==> src/rtl/pwm_dac_pkg.sv <==
`timescale 1ns/1ps
// Package: shared types for the pulse-width DAC.
// Assumes: nothing beyond IEEE 1800-2017.
package pwm_dac_pkg;

    // Source that drives one output pin.
    typedef enum logic [1:0] {
        SRC_OFF = 2'd0,   // transistor forced off
        SRC_GPO = 2'd1,   // general-purpose latch bit
        SRC_PWM = 2'd2    // comparator waveform
    } pin_src_e;

endpackage

==> src/rtl/pwm_dac_timebase.sv <==
`timescale 1ns/1ps
// Module: pwm_dac_timebase
// Shared prescaler and period counter. The counter steps once every TICK_DIV
// clocks and wraps from all ones to zero; wrap_o marks the step that wraps.
// Assumes: TICK_DIV >= 2; freeze holds both prescaler and counter.
module pwm_dac_timebase #(
    parameter int TICK_DIV = 2,
    parameter int CNT_W    = 8
) (
    input  logic             clk,
    input  logic             rst_n,
    input  logic             freeze,
    output logic [CNT_W-1:0] cnt_o,
    output logic             tick_o,
    output logic             wrap_o
);
    localparam int PRE_W = (TICK_DIV > 2) ? $clog2(TICK_DIV) : 1;
    localparam logic [PRE_W-1:0] PRE_LAST = PRE_W'(TICK_DIV - 1);
    localparam logic [CNT_W-1:0] CNT_LAST = {CNT_W{1'b1}};

    logic [PRE_W-1:0] pre_q;
    logic [CNT_W-1:0] cnt_q;

    // Step strobe and wrap strobe from the current prescaler and counter state.
    always_comb begin
        tick_o = !freeze && (pre_q == PRE_LAST);
        wrap_o = tick_o && (cnt_q == CNT_LAST);
    end

    // Prescaler: counts clocks between counter steps.
    always_ff @(posedge clk) begin
        if (!rst_n)
            pre_q <= '0;
        else if (!freeze)
            pre_q <= (pre_q == PRE_LAST) ? '0 : pre_q + 1'b1;
    end

    // Period counter: advances on each step, wraps naturally.
    always_ff @(posedge clk) begin
        if (!rst_n)
            cnt_q <= '0;
        else if (tick_o)
            cnt_q <= cnt_q + 1'b1;
    end

    assign cnt_o = cnt_q;
endmodule

==> src/rtl/pwm_dac_channel.sv <==
`timescale 1ns/1ps
// Module: pwm_dac_channel
// One DAC channel: pending and active duty registers plus output selection.
// Pending is written by load_en; active copies pending only on wrap.
// Output polarity models an open-drain pin: 1 = transistor off.
// Assumes: cnt and wrap come from the shared timebase.
module pwm_dac_channel
    import pwm_dac_pkg::*;
#(
    parameter int DUTY_W = 8
) (
    input  logic              clk,
    input  logic              rst_n,
    input  logic              load_en,
    input  logic [DUTY_W-1:0] load_data,
    input  logic              wrap,
    input  logic [DUTY_W-1:0] cnt,
    input  logic              pwm_mode,
    input  logic              gpo_bit,
    input  logic              halt,
    output logic              pin,
    output logic [DUTY_W-1:0] act_o,
    output logic [DUTY_W-1:0] pend_o
);
    logic [DUTY_W-1:0] pend_q;
    logic [DUTY_W-1:0] act_q;
    pin_src_e          src;

    // Pending stage: holds the latest loaded duty code.
    always_ff @(posedge clk) begin
        if (!rst_n)
            pend_q <= '0;
        else if (load_en)
            pend_q <= load_data;
    end

    // Active stage: takes the pending code at the period boundary only.
    always_ff @(posedge clk) begin
        if (!rst_n)
            act_q <= '0;
        else if (wrap)
            act_q <= pend_q;
    end

    // Source selection: clock stop overrides mode.
    always_comb begin
        if (halt)
            src = SRC_OFF;
        else if (pwm_mode)
            src = SRC_PWM;
        else
            src = SRC_GPO;
    end

    // Pin level: transistor on (0) while counter is below the active duty.
    always_comb begin
        case (src)
            SRC_PWM: pin = !(cnt < act_q);
            SRC_GPO: pin = gpo_bit;
            default: pin = 1'b1;
        endcase
    end

    assign act_o  = act_q;
    assign pend_o = pend_q;
endmodule

==> src/rtl/pwm_dac_quad.sv <==
`timescale 1ns/1ps
// Module: pwm_dac_quad
// Multi-channel pulse-width DAC with a shared period counter, double-buffered
// duty codes, per-channel mode bits and a general-purpose output latch.
// Assumes: single clock domain, synchronous active-low reset, CH >= 2.
module pwm_dac_quad #(
    parameter int CH       = 4,
    parameter int DUTY_W   = 8,
    parameter int TICK_DIV = 2,
    localparam int SEL_W   = $clog2(CH)
) (
    input  logic              clk,
    input  logic              rst_n,
    input  logic              clk_stop,
    input  logic              load_valid,
    input  logic [SEL_W-1:0]  load_sel,
    input  logic [DUTY_W-1:0] load_data,
    input  logic              mode_wr,
    input  logic [CH-1:0]     mode_val,
    input  logic              gpo_wr,
    input  logic [CH-1:0]     gpo_val,
    output logic [CH-1:0]     pin_o
);
    logic [DUTY_W-1:0]    cnt_w;
    logic                 tick_w;
    logic                 wrap_w;
    logic [CH-1:0]        mode_q;
    logic [CH-1:0]        gpo_q;
    logic [CH*DUTY_W-1:0] act_flat;
    logic [CH*DUTY_W-1:0] pend_flat;

    // Mode bits: reset to general-purpose output for every channel.
    always_ff @(posedge clk) begin
        if (!rst_n)
            mode_q <= '0;
        else if (mode_wr)
            mode_q <= mode_val;
    end

    // Output latch: reset to transistor off for every channel.
    always_ff @(posedge clk) begin
        if (!rst_n)
            gpo_q <= '1;
        else if (gpo_wr)
            gpo_q <= gpo_val;
    end

    pwm_dac_timebase #(
        .TICK_DIV (TICK_DIV),
        .CNT_W    (DUTY_W)
    ) u_timebase (
        .clk    (clk),
        .rst_n  (rst_n),
        .freeze (clk_stop),
        .cnt_o  (cnt_w),
        .tick_o (tick_w),
        .wrap_o (wrap_w)
    );

    for (genvar c = 0; c < CH; c++) begin : g_ch
        pwm_dac_channel #(
            .DUTY_W (DUTY_W)
        ) u_ch (
            .clk       (clk),
            .rst_n     (rst_n),
            .load_en   (load_valid && (load_sel == SEL_W'(c))),
            .load_data (load_data),
            .wrap      (wrap_w),
            .cnt       (cnt_w),
            .pwm_mode  (mode_q[c]),
            .gpo_bit   (gpo_q[c]),
            .halt      (clk_stop),
            .pin       (pin_o[c]),
            .act_o     (act_flat[c*DUTY_W +: DUTY_W]),
            .pend_o    (pend_flat[c*DUTY_W +: DUTY_W])
        );
    end
endmodule

==> config.mk <==
export PLATFORM = sky130hd
export DESIGN_NAME = pwm_dac_quad
export DESIGN_NICKNAME = d
export VERILOG_FILES = /design/src/rtl/pwm_dac_pkg.sv /design/src/rtl/pwm_dac_timebase.sv /design/src/rtl/pwm_dac_channel.sv /design/src/rtl/pwm_dac_quad.sv
export SDC_FILE = /design/constraint.sdc
export NUM_CORES = 1
export LEC_CHECK = 0
export CAP_MARGIN = 20
export CORE_MARGIN = 2
export CORE_UTILIZATION = 65
export CTS_CLUSTER_DIAMETER = 100
export DETAILED_ROUTE_END_ITERATION = 8
export DONT_BUFFER_PORTS = 1
export GPL_ROUTABILITY_DRIVEN = 1
export PLACE_DENSITY_LB_ADDON = 0.25
export SLEW_MARGIN = 40
export SYNTH_ARGS = -nofsm -noshare
export SYNTH_HDL_FRONTEND = slang
export SYNTH_SLANG_ARGS = --single-unit
==> constraint.sdc <==
create_clock -name clk -period 3.6 [get_ports clk]
set_input_delay 0.36 -clock clk [delete_from_list [all_inputs] [get_ports clk]]
set_output_delay 0.36 -clock clk [all_outputs]
set_load 0.02 [all_outputs]
==> results by group <==
GRT
  • Vias in the first global route: 2559
  • Total global-route track usage: 24.57%
  • Initial antenna violation count: 0
  • Grt total ovfl: 0
  • Pin count of the biggest net entering global routing: 114
  • First-pass GRT wire length: 12160 um

Logic synthesis
  • Seq/Total Area, Yosys: 42.15%
  • Post-Syn Nets: about 480
  • Yosys reg bits: 81
  • Post-Syn Area: 0.003847 sq mm
  • Synthesized instance count: ~420
  • Ys Warns: 0
  • Synth cell types: 33
  • Mean post-synth cell area: ~9 sq um

Drt
  • Via count: 2708
  • Drt drc: 0
  • ANT nets after route: 0
  • Post-DR vias/cell: between 5 and 6
  • Detailed-router iteration count before antenna repair: 5
  • DR WL/cell: roughly 15 um
  • WL final: 7399 um
  • Initial drt markers: 95

Power
  • Combinational power share: about 3.7%
  • Power per Cell Area: ~430 mW/mm^2
  • Sw frac: 22.02%
  • Leak pwr: 1.551 nW
  • Clock power frac: 42.4%
  • Total internal power: ~1.3 mW
  • VDD IR max: roughly 340 uV
  • Switching pwr: 379.9 uW
  • Reg power frac: 53.8%

Timing
  • RSZ-0062 raised after global routing: false
  • Relative slew slack: 59.08%
  • Final worst slack: 1.032 ns
  • Final hold viol count: 0
  • Min Tclk post-route: 2.568 ns
  • Fmax: ~0.39 GHz
  • Slew @ Worst Pin: 0.6119 ns
  • Worst Skew: 0.01026 ns
  • Final Max Slew Viols: 0
  • Fin crit share: between 70% and 80%
  • Setup violators final: 0
  • Final TNS setup: 0 ns

Worst hold path
  • Hold Path Class: primary input to flop
  • Hold depth: 1
  • Hold Path Origin: rst_n
  • Hold path endpoint: gpo_q[1]

Critical path
  • Worst-path cell chain: ha_1 > a211oi_1 > nor2_1 > nor4b_1 > a21oi_1
  • Worst Setup Start Kind: flop
  • Critical-path maximum fanout: 8
  • FF-to-FF End: g_ch[1].u_ch.act_o[7]
  • CP delay by family, top: flip-flops
  • Worst R2R Start: u_timebase.cnt_o[1]
  • CP required: 3.24 ns
  • Critical Path End Type: output port
  • Register-to-Register Setup Slack: 1.61 ns
  • CP bufs+invs: 0
  • Worst path max stage delay: ~0.55 ns
  • Worst R2R Path Depth: 5
  • CP max-delay cell: dfxtp_1
  • Worst Setup Path Type: flop to output port
  • Arrival time worst endpoint: 2.21 ns

Clocking
  • Max Buffers Root-to-Sink: 2
  • Clock latency at the later pin of the worst-skew pair: 0.35 ns
  • Root Buffer: clkbuf_8
  • H-tree lvl count: 3
  • Number of buffers created by CTS: 9
  • # clock sinks: 81
  • TritonCTS clock tree: built
  • Setup bufs post-CTS: 0
  • Post-cts sizing count: 0
  • Hold_buf cts: 0
  • Worst-path clk slew: 0.08 ns

Final layout
  • Number of nets in the layout: between 400 and 500
  • Fin util: 69.54%
  • ANT cells: 0
  • Fill count: 478
  • Multi-input logic area: around 0.002 sq mm
  • Layout cells sized above 1: 4.843%
  • Register area: between 0.0015 and 0.002 sq mm
  • Area growth, synth to finish: 5.106%

Place
  • Port Buffers: 0
  • Place WS: about 1.5 ns
  • Gp weighted congestion: 0.7362
  • Post-DP HPWL: 5313 um

Run status
  • Status: finished clean

Floorplanning
  • Die H: 80.94 um
  • Num ports: 28
  • Site Rows: 28
  • Die area: 0.006550 sq mm
  • Die width: around 81 um
  • Core area: a little under 0.006 sq mm
  • Initial Utilization: roughly 66%

Job
  • MaxCap Viol Count: 0
-- power groups by stage --
stage / clock network (mW) / registers (mW) / logic (mW)
floorplan: 0 / 0.945 / 0.0773
global placement: 0 / 0.948 / 0.0634
detailed placement: 0 / 0.950 / 0.0649
CTS: 0.740 / 0.929 / 0.0653
global route: 0.777 / 0.931 / 0.0718
finish: 0.732 / 0.929 / 0.0647
-- kinds of logic after synthesis --
group,after synthesis,synth area share [%]
xor gates and xnor gates,6,1.366
DFF,81,42.15
adders and majority gates,29,9.431
AOI/OAI and AO/OA,61,9.658
buffers and inverters,60,6.699
and+or+nand+nor,145,20.03
muxes,41,10.67
-- layout by cell type, fill, tap and decap left out, types with 7 or more instances in the layout --
master / instances
ha_1: 29
mux2i_1: 41
inv_1: 32
o211ai_1: 7
nor2b_1: 39
clkbuf_8: 9
nand2_1: 41
nor2_1: 8
nand3_1: 32
o21ai_1: 32
a211oi_1: 11
dfxtp_1: 81
-- area by class of cell --
type	count	share of cell area, %
Multi-Input combinational cell	282	48.86
Sequential cell	81	40.10
Clock buffer	10	3.156
Inverter	32	2.970
Tap cell	75	2.321
Clock inverter	6	2.228
Timing Repair Buffer	2	0.3713
-- cells in the mapped netlist, drive strengths merged --
master  instances  area share (%)
and4b           1            0.26
nand2          41             4.0
or3             1            0.16
inv            32             3.1
nand3b          3            0.59
xnor2           3            0.68
ha             29             9.4
nor2            8            0.78
o32a            3            0.78
buf            19             2.7
a21oi           1            0.13
nor3b           2            0.39
clkbuf          9            0.88
nand3          34             4.7
dfxtp          81              42
nand4           5            0.81
a21boi          1            0.20
nor4            1            0.33
o211ai          7             1.4
and2            6            0.98
nor4b           1            0.23
a211o           1            0.23
nor2b          39             6.3
nor3            2            0.26
o21ai          37             4.8
and4            1            0.23
mux2i          41              11
a211oi         11             2.1
xor2            3            0.68
-- metrics by stage --
| stage | total power, mW | std cells | hold WS (ns) | instance area (sq um) |
|---|---|---|---|---|
| 2_1_floorplan | 1.022 | 423 | 0.4277 | 3847 |
| 4_1_cts | 1.734 | 488 | 0.05790 | 4044 |
| 6_report | 1.725 | 488 | 0.06565 | 4044 |
| 5_1_grt | 1.780 | 488 | 0.06039 | 4044 |
| 3_3_place_gp | 1.011 | 472 | 0.4307 | 3819 |
| 3_5_place_dp | 1.014 | 472 | 0.4352 | 3826 |
-- worst register-to-register path, cell delays in order, from the launching register on --
cell and delay, ns:
dfxtp_1 0.47, ha_1 0.21, and4b_1 0.28, nand3_4 0.45, buf_4 0.38, o21ai_1 0.14
-- worst max path at each step --
stage	from	end	cells past startpoint
after floorplan	u_timebase.cnt_o[5]	pin_o[3]	6
after detailed placement	u_timebase.cnt_o[5]	pin_o[3]	5
final	u_timebase.cnt_o[5]	pin_o[3]	5
after global routing	u_timebase.cnt_o[5]	pin_o[3]	5
after CTS	u_timebase.cnt_o[5]	pin_o[3]	5
after global placement	u_timebase.cnt_o[0]	g_ch[1].u_ch.act_o[6]	5
-- state kept, by name, summed over array words and instances, names as in the netlist --
signal / cells
g_ch.u_ch.act_o: 32
g_ch.u_ch.pend_o: 32
u_timebase.cnt_o: 8
gpo_q: 4
mode_q: 4
u_timebase.pre_q: 1
-- routing by layer --
layer | vias to the layer above | share of wire, % | routed length (um) | GRT usage [%]
met3 | 12 | 5.1 | 377 | 6.778
met1 | 1222 | 49 | 3600 | 32.00
li1 | 1416 | - | - | -
met2 | 58 | 45 | 3294 | 38.60
met4 | 0 | 1.7 | 127 | 10.00
met5 | - | 0 | 0 | 0
Power figures use the tool's default switching activity.
